### src/rtl/pce_pkg.sv
package pce_pkg;

  typedef enum logic [1:0] {
    RATE_HALF           = 2'd0,
    RATE_TWO_THIRDS     = 2'd1,
    RATE_THREE_QUARTERS = 2'd2,
    RATE_SPARE          = 2'd3
  } rate_e;

  // Strobes passed from the control to the datapath for each accepted input bit
  typedef struct packed {
    logic clearHist;
    logic keepA;
    logic keepB;
  } encCtl_t;

  // Number of input bits in one puncturing period
  function automatic logic [1:0] periodOf(rate_e r);
    case (r)
      RATE_TWO_THIRDS:     return 2'd2;
      RATE_THREE_QUARTERS: return 2'd3;
      default:             return 2'd1;
    endcase
  endfunction

  // Returns {keepA, keepB} for a payload bit at the given pattern position
  function automatic logic [1:0] keepMask(rate_e r, logic [1:0] ph);
    logic [1:0] m;
    m = 2'b11;
    case (r)
      RATE_TWO_THIRDS:     if (ph == 2'd1) m = 2'b10;
      RATE_THREE_QUARTERS: begin
        if (ph == 2'd1) m = 2'b10;
        else if (ph == 2'd2) m = 2'b01;
      end
      default:             m = 2'b11;
    endcase
    return m;
  endfunction

endpackage

### src/rtl/pce_ctrl.sv
module pce_ctrl
  import pce_pkg::*;
#(
  parameter int HDR_BITS = 24
) (
  input  logic       clk,
  input  logic       rstN,
  input  logic       accept,
  input  logic       inSop,
  input  logic [1:0] rateSel,
  output encCtl_t    ctl
);

  localparam int CW = $clog2(HDR_BITS + 1);
  localparam logic [CW-1:0] HDR_LIM = CW'(HDR_BITS);

  logic [CW-1:0] hdrCnt;
  logic [1:0]    phase;
  rate_e         rateQ;
  logic          inHdr;
  logic [1:0]    mask;

  assign inHdr = inSop || (hdrCnt < HDR_LIM);
  assign mask  = inHdr ? 2'b11 : keepMask(rateQ, phase);

  assign ctl.clearHist = inSop;
  assign ctl.keepA     = mask[1];
  assign ctl.keepB     = mask[0];

  always_ff @(posedge clk) begin
    if (!rstN) begin
      hdrCnt <= '0;
      phase  <= 2'd0;
      rateQ  <= RATE_HALF;
    end else if (accept) begin
      if (inSop) begin
        rateQ  <= rate_e'(rateSel);
        hdrCnt <= CW'(1);
        phase  <= 2'd0;
      end else if (hdrCnt < HDR_LIM) begin
        hdrCnt <= hdrCnt + 1'b1;
      end else begin
        phase <= (phase == periodOf(rateQ) - 2'd1) ? 2'd0 : phase + 2'd1;
      end
    end
  end


  phase_in_range_chk: assert property (@(posedge clk) disable iff (!rstN)
    phase < periodOf(rateQ));


  header_restart_chk: assert property (@(posedge clk) disable iff (!rstN)
    accept && inSop |=> hdrCnt == CW'(1));


  payload_phase_zero_chk: assert property (@(posedge clk) disable iff (!rstN)
    accept && !inSop && (hdrCnt == HDR_LIM - 1'b1) |=> phase == 2'd0);

endmodule

### src/rtl/pce_dp.sv
module pce_dp
  import pce_pkg::*;
#(
  parameter int             K   = 7,
  parameter logic [K-1:0]   G_A = 7'o133,
  parameter logic [K-1:0]   G_B = 7'o171
) (
  input  logic    clk,
  input  logic    rstN,
  input  logic    inValid,
  input  logic    inBit,
  input  encCtl_t ctl,
  input  logic    outReady,
  output logic    inReady,
  output logic    accept,
  output logic    outValid,
  output logic    outBit
);

  localparam int HW = K - 1;

  logic [HW-1:0] hist;
  logic [HW-1:0] histEff;
  logic [K-1:0]  win;
  logic          codeA, codeB;
  logic          hasA, hasB, bitA, bitB;
  logic          pop, lastOut;

  assign histEff = ctl.clearHist ? '0 : hist;
  assign win     = {inBit, histEff};
  assign codeA   = ^(win & G_A);
  assign codeB   = ^(win & G_B);

  assign outValid = hasA || hasB;
  assign outBit   = hasA ? bitA : bitB;
  assign pop      = outValid && outReady;
  assign lastOut  = hasA ^ hasB;
  assign inReady  = !outValid || (pop && lastOut);
  assign accept   = inValid && inReady;

  always_ff @(posedge clk) begin
    if (!rstN) begin
      hist <= '0;
      hasA <= 1'b0;
      hasB <= 1'b0;
      bitA <= 1'b0;
      bitB <= 1'b0;
    end else if (accept) begin
      hist <= win[K-1:1];
      bitA <= codeA;
      bitB <= codeB;
      hasA <= ctl.keepA;
      hasB <= ctl.keepB;
    end else if (pop) begin
      if (hasA) hasA <= 1'b0;
      else      hasB <= 1'b0;
    end
  end


  hold_when_stalled_chk: assert property (@(posedge clk) disable iff (!rstN)
    outValid && !outReady |=> outValid && $stable(outBit));


  accept_yields_output_chk: assert property (@(posedge clk) disable iff (!rstN)
    accept |=> outValid);


  accept_keeps_bit_chk: assert property (@(posedge clk) disable iff (!rstN)
    accept |-> (ctl.keepA || ctl.keepB));

endmodule

### src/rtl/punct_conv_enc.sv
module punct_conv_enc
  import pce_pkg::*;
#(
  parameter int           HDR_BITS = 24,
  parameter int           K        = 7,
  parameter logic [K-1:0] G_A      = 7'o133,
  parameter logic [K-1:0] G_B      = 7'o171
) (
  input  logic       clk,
  input  logic       rstN,
  input  logic       inValid,
  output logic       inReady,
  input  logic       inBit,
  input  logic       inSop,
  input  logic [1:0] rateSel,
  output logic       outValid,
  input  logic       outReady,
  output logic       outBit
);

  encCtl_t ctl;
  logic    accept;

  pce_ctrl #(.HDR_BITS(HDR_BITS)) ctrl_i (
    .clk(clk), .rstN(rstN), .accept(accept),
    .inSop(inSop), .rateSel(rateSel), .ctl(ctl)
  );

  pce_dp #(.K(K), .G_A(G_A), .G_B(G_B)) dp_i (
    .clk(clk), .rstN(rstN), .inValid(inValid), .inBit(inBit), .ctl(ctl),
    .outReady(outReady), .inReady(inReady), .accept(accept),
    .outValid(outValid), .outBit(outBit)
  );

endmodule

### config.mk
export PLATFORM = sky130hd
export DESIGN_NAME = punct_conv_enc
export DESIGN_NICKNAME = d
export VERILOG_FILES = /design/src/rtl/pce_pkg.sv /design/src/rtl/pce_ctrl.sv /design/src/rtl/pce_dp.sv /design/src/rtl/punct_conv_enc.sv
export SDC_FILE = /design/constraint.sdc
export NUM_CORES = 1
export LEC_CHECK = 0
export ABC_AREA = 1
export BUFFER_PORTS_ARGS = -buffer_cell sky130_fd_sc_hd__buf_2
export CAP_MARGIN = 10
export CORE_MARGIN = 2
export CORE_UTILIZATION = 46
export CTS_CLUSTER_SIZE = 8
export DETAILED_ROUTE_END_ITERATION = 7
export GPL_ROUTABILITY_DRIVEN = 0
export PLACE_DENSITY = 0.62
export SLEW_MARGIN = 10
export SYNTH_ARGS = -nofsm -noshare
export SYNTH_HDL_FRONTEND = slang
export SYNTH_HIERARCHICAL = 1
export SYNTH_SLANG_ARGS = --single-unit
### constraint.sdc
create_clock -name clk -period 2.1 [get_ports clk]
set_input_delay 0.21 -clock clk [delete_from_list [all_inputs] [get_ports clk]]
set_output_delay 0.21 -clock clk [all_outputs]
set_load 0.02 [all_outputs]
==> summary.md <==
| Metric | Value |
|---|---|
| Syn. warnings | 6 |
| Largest fanout on the critical path | 18 |
| TritonCTS clock tree | yes |
| Crit path max-delay cell type | sky130_fd_sc_hd__dfxtp_1 |
| Data arrival at the endpoint of the critical path | approximately 1800 ps |
| Net Count, Synth | between 150 and 200 |
| Status | finished, final reports clean |
| Number of vias per cell | 4.86 |
| Area grow syn2layout | 7.66% |
| Worst path bufs/invs | 3 |
| Number of pins with negative max-slew slack in the final report | 0 |
| Synthesized area divided by synthesized cell count | about 7.1 um2 |
| Net count reported at finish | 197 |
| Depth of the worst register-to-register path | 11 |
| Buffers on Ports | 10 |
| Category of the critical setup timing path | flip-flop to flip-flop |
| Fraction of layout instances using a drive strength above 1 | between 10% and 20% |
| Crit start category | flip-flop |
| Seq/Total Area, Yosys | around a third |
| Peak supply drop | approximately 0.00036 V |
| Clock sink count | 19 |
| Total Routed Length | between 2000 and 2500 um |
| Half-perimeter wire length after detailed placement | ~1700 um |
| Power density normalized to cell area | between 600 and 700 mW/mm2 |
| Antenna Nets Post-Route | 0 |
| H-tree levels | 1 |
| Reg-to-Reg End | ctrl_i/hdrCnt[2] |
| Reg2reg setup slack | 550 ps |
| Post-route cell area | 0.00128 mm2 |
| Biggest area consumer among synthesized cells | sky130_fd_sc_hd__dfxtp_1 |
| Clock latency reported for the late side of the worst-skew pair | ~290 ps |
| Slew @ Worst Pin | 259 ps |
| Crit share post-route | 73.8% |
| Worst Hold Margin | about 200 ps |
| Count of TritonRoute iterations in the first routing pass | 4 |
| Sum of routed wire segments on met1 | 1030 um |
| Amount of wire on met2 after detailed routing | 1030 um |
| Top achievable clock speed | approximately 650 MHz |
| Antenna violations before repair | 0 |
| Cell Count, Final, Fillers Out | around 210 |
| Crit path max-delay family | simple AND/OR/NAND/NOR gates |
| Clock transition time at the flip-flop clock pins of the worst setup and hold paths | 110 ps |
| Seq cells post-synth | 19 |
| Final-layout fill cell count | about 260 |
| Post-layout minimum cycle time | about 1500 ps |
| Post-route setup TNS | 0 ps |
| Antenna cells | 0 |
| Global-route wire length before repair | between 3000 and 4000 um |
| Most used standard cells in the synthesized netlist | sky130_fd_sc_hd__nand2_1, sky130_fd_sc_hd__inv_1, sky130_fd_sc_hd__dfxtp_1 |
| Die Y | around 55 um |
| Path category of the worst min-delay check | primary input to flip-flop |
| Dominant cell by count in the synthesized netlist | sky130_fd_sc_hd__nand2_1 |
| Maximum single-stage delay on the critical path | between 300 and 400 ps |
| Top_reg_cell synth | sky130_fd_sc_hd__dfxtp_1 |
| Post-synthesis instance total | between 150 and 200 |
| Worst EP required | around 2300 ps |
| Hold bufs inserted after CTS | 0 |
| Floorplan Core Area | around 0.0025 mm2 |
| Endpoint class of the critical path | flip-flop |
| # DRC | 0 |
| Share of flip-flops with an asynchronous set or reset after synthesis | 0% |
| Post CTS Setup Buffer Count | 0 |
| Maximum buffer depth of the clock tree | 2 |
| Leak pwr | around 0.56 nW |
| Inserted Clock Buffers | 3 |
| Final setup vio count | 0 |
| Number of endpoints with negative hold slack in the final report | 0 |
| Die W | 54.9 um |
| Metal3 WL | around 49 um |
| Sequence of cells on the critical path | inv_1 -> ha_1 -> nand2_2 -> nand2_4 -> nand2_8 -> inv_6 -> inv_2 -> nor2_4 -> nand3_1 -> nand2_1 -> nor2_1 |
| Cells taking the most area after synthesis | sky130_fd_sc_hd__dfxtp_1, sky130_fd_sc_hd__nand2_1, sky130_fd_sc_hd__inv_1 |
| Post-detailed-placement cell area | approximately 0.0013 mm2 |
| Number of enable flip-flop cells after synthesis | 0 |
| Final Total Pwr | slightly above 0.8 mW |
| Via count | about 1000 |
| Detailed router's first-iteration violation count | 24 |
| CTS Root Cell | sky130_fd_sc_hd__clkbuf_4 |
| Hold Startpoint | rateSel[1] |
| WHS Path Cells | 3 |
| Unrepaired setup endpoints after global routing | false |
| Maximum number of pins on one net before global-route repair | 19 |
| Number of placed instances with taps included | 207 |
| Number of I/O pins | 11 |
| Max Used Layer | met4 |
| Initial Utilization | between 40 and 50% |
| Distinct cell type count of the synthesized netlist | 29 |
| Rel. slew slack | 82.7% |
| Number of gates given a new drive strength after cts | 0 |
| Row Count | 18 |
| Max Cap Viol | 0 |
| Average wire per cell in the routed design | roughly 10 um |
| Die outline area | 0.00302 mm2 |
| Synthesized area | 0.00119 mm2 |
| Total Routing Usage GR | between 10% and 20% |
| Number of global-route vias before repair | roughly 1000 |
| Total gr overflow | 0 |
| Path length in cells of the critical path | 11 |
| Post-route clock skew | between 2 and 3 ps |
| Top cell type's share of synthesized area | roughly a third |
| End point of the worst hold path | ctrl_i/rateQ[1] |
| Startpoint of the lowest-slack register-to-register path | dp_i/hasA |
[layout by cell type, fill, tap and decap left out, drive strengths merged]
master	instances
ha	7
dfxtp	19
a21oi	14
o211ai	1
o21bai	1
nand4	2
nand3b	1
a211oi	2
nor3	1
o21ai	10
a21boi	1
nand3	14
inv	31
clkbuf	4
buf	10
nand2	51
nor2	12
[area by class of cell]
type | instances | area (um2) | share of cell area [%]
multi-input combinational | 117 | 666 | 51.9
sequential | 19 | 380 | 29.6
timing repair buffer | 10 | 50.0 | 3.90
tap | 30 | 37.5 | 2.92
inverter | 31 | 124 | 9.65
clock buffer | 4 | 26.3 | 2.05
[metrics by stage]
| step | utilization [%] | worst slack (ps) |
|---|---|---|
| final | 51.8 | 550 |
| after global routing | 51.8 | 341 |
| after CTS | 51.8 | 538 |
| after detailed placement | 50.8 | 570 |
| after global placement | 50.8 | 602 |
| after floorplan | - | 572 |
[kinds of logic after synthesis]
logic type	synth area share, %
simple gates	34.0
buf+inv	12.3
flops	31.9
compound gates	14.5
fa+ha+maj	7.34
[worst max-delay path by stage]
stage / from / to / slack (ps)
3_3_place_gp: dp_i/hasA / ctrl_i/rateQ[1] / 600
3_5_place_dp: dp_i/hasA / ctrl_i/hdrCnt[2] / 570
5_1_grt: dp_i/hasA / ctrl_i/rateQ[0] / 340
4_1_cts: dp_i/hasA / ctrl_i/hdrCnt[1] / 540
6_report: dp_i/hasA / ctrl_i/hdrCnt[2] / 550
2_1_floorplan: dp_i/hasA / ctrl_i/hdrCnt[2] / 570
[worst register-to-register path: cells and delay by family, from the launching register on]
kind / cells / cell delay [ps]
buffers and inverters: 3 / 280
DFF: 1 / 340
and+or+nand+nor: 7 / 530
adders and majority gates: 1 / 300
[where the power goes]
group	internal, mW	total (mW)	switching (mW)
sequential	0.387	0.402	0.0154
clock	0.0738	0.183	0.109
combinational	0.0814	0.234	0.153
[metal layers]
metal  global-route usage [%]  vias up
met2                     31.7        6
met4                     7.72        0
met3                     3.76        2
li1                         -      560
met5                        0        -
met1                     19.9      457
[flip-flops by register name, summed over array words and instances (netlist names)]
| name | flops |
|---|---|
| dp_i/hist | 6 |
| ctrl_i/rateQ | 2 |
| dp_i/bitB | 1 |
| dp_i/hasA | 1 |
| ctrl_i/phase | 2 |
| dp_i/hasB | 1 |
| ctrl_i/hdrCnt | 5 |
| dp_i/bitA | 1 |
(Power assumes the default switching activity.)
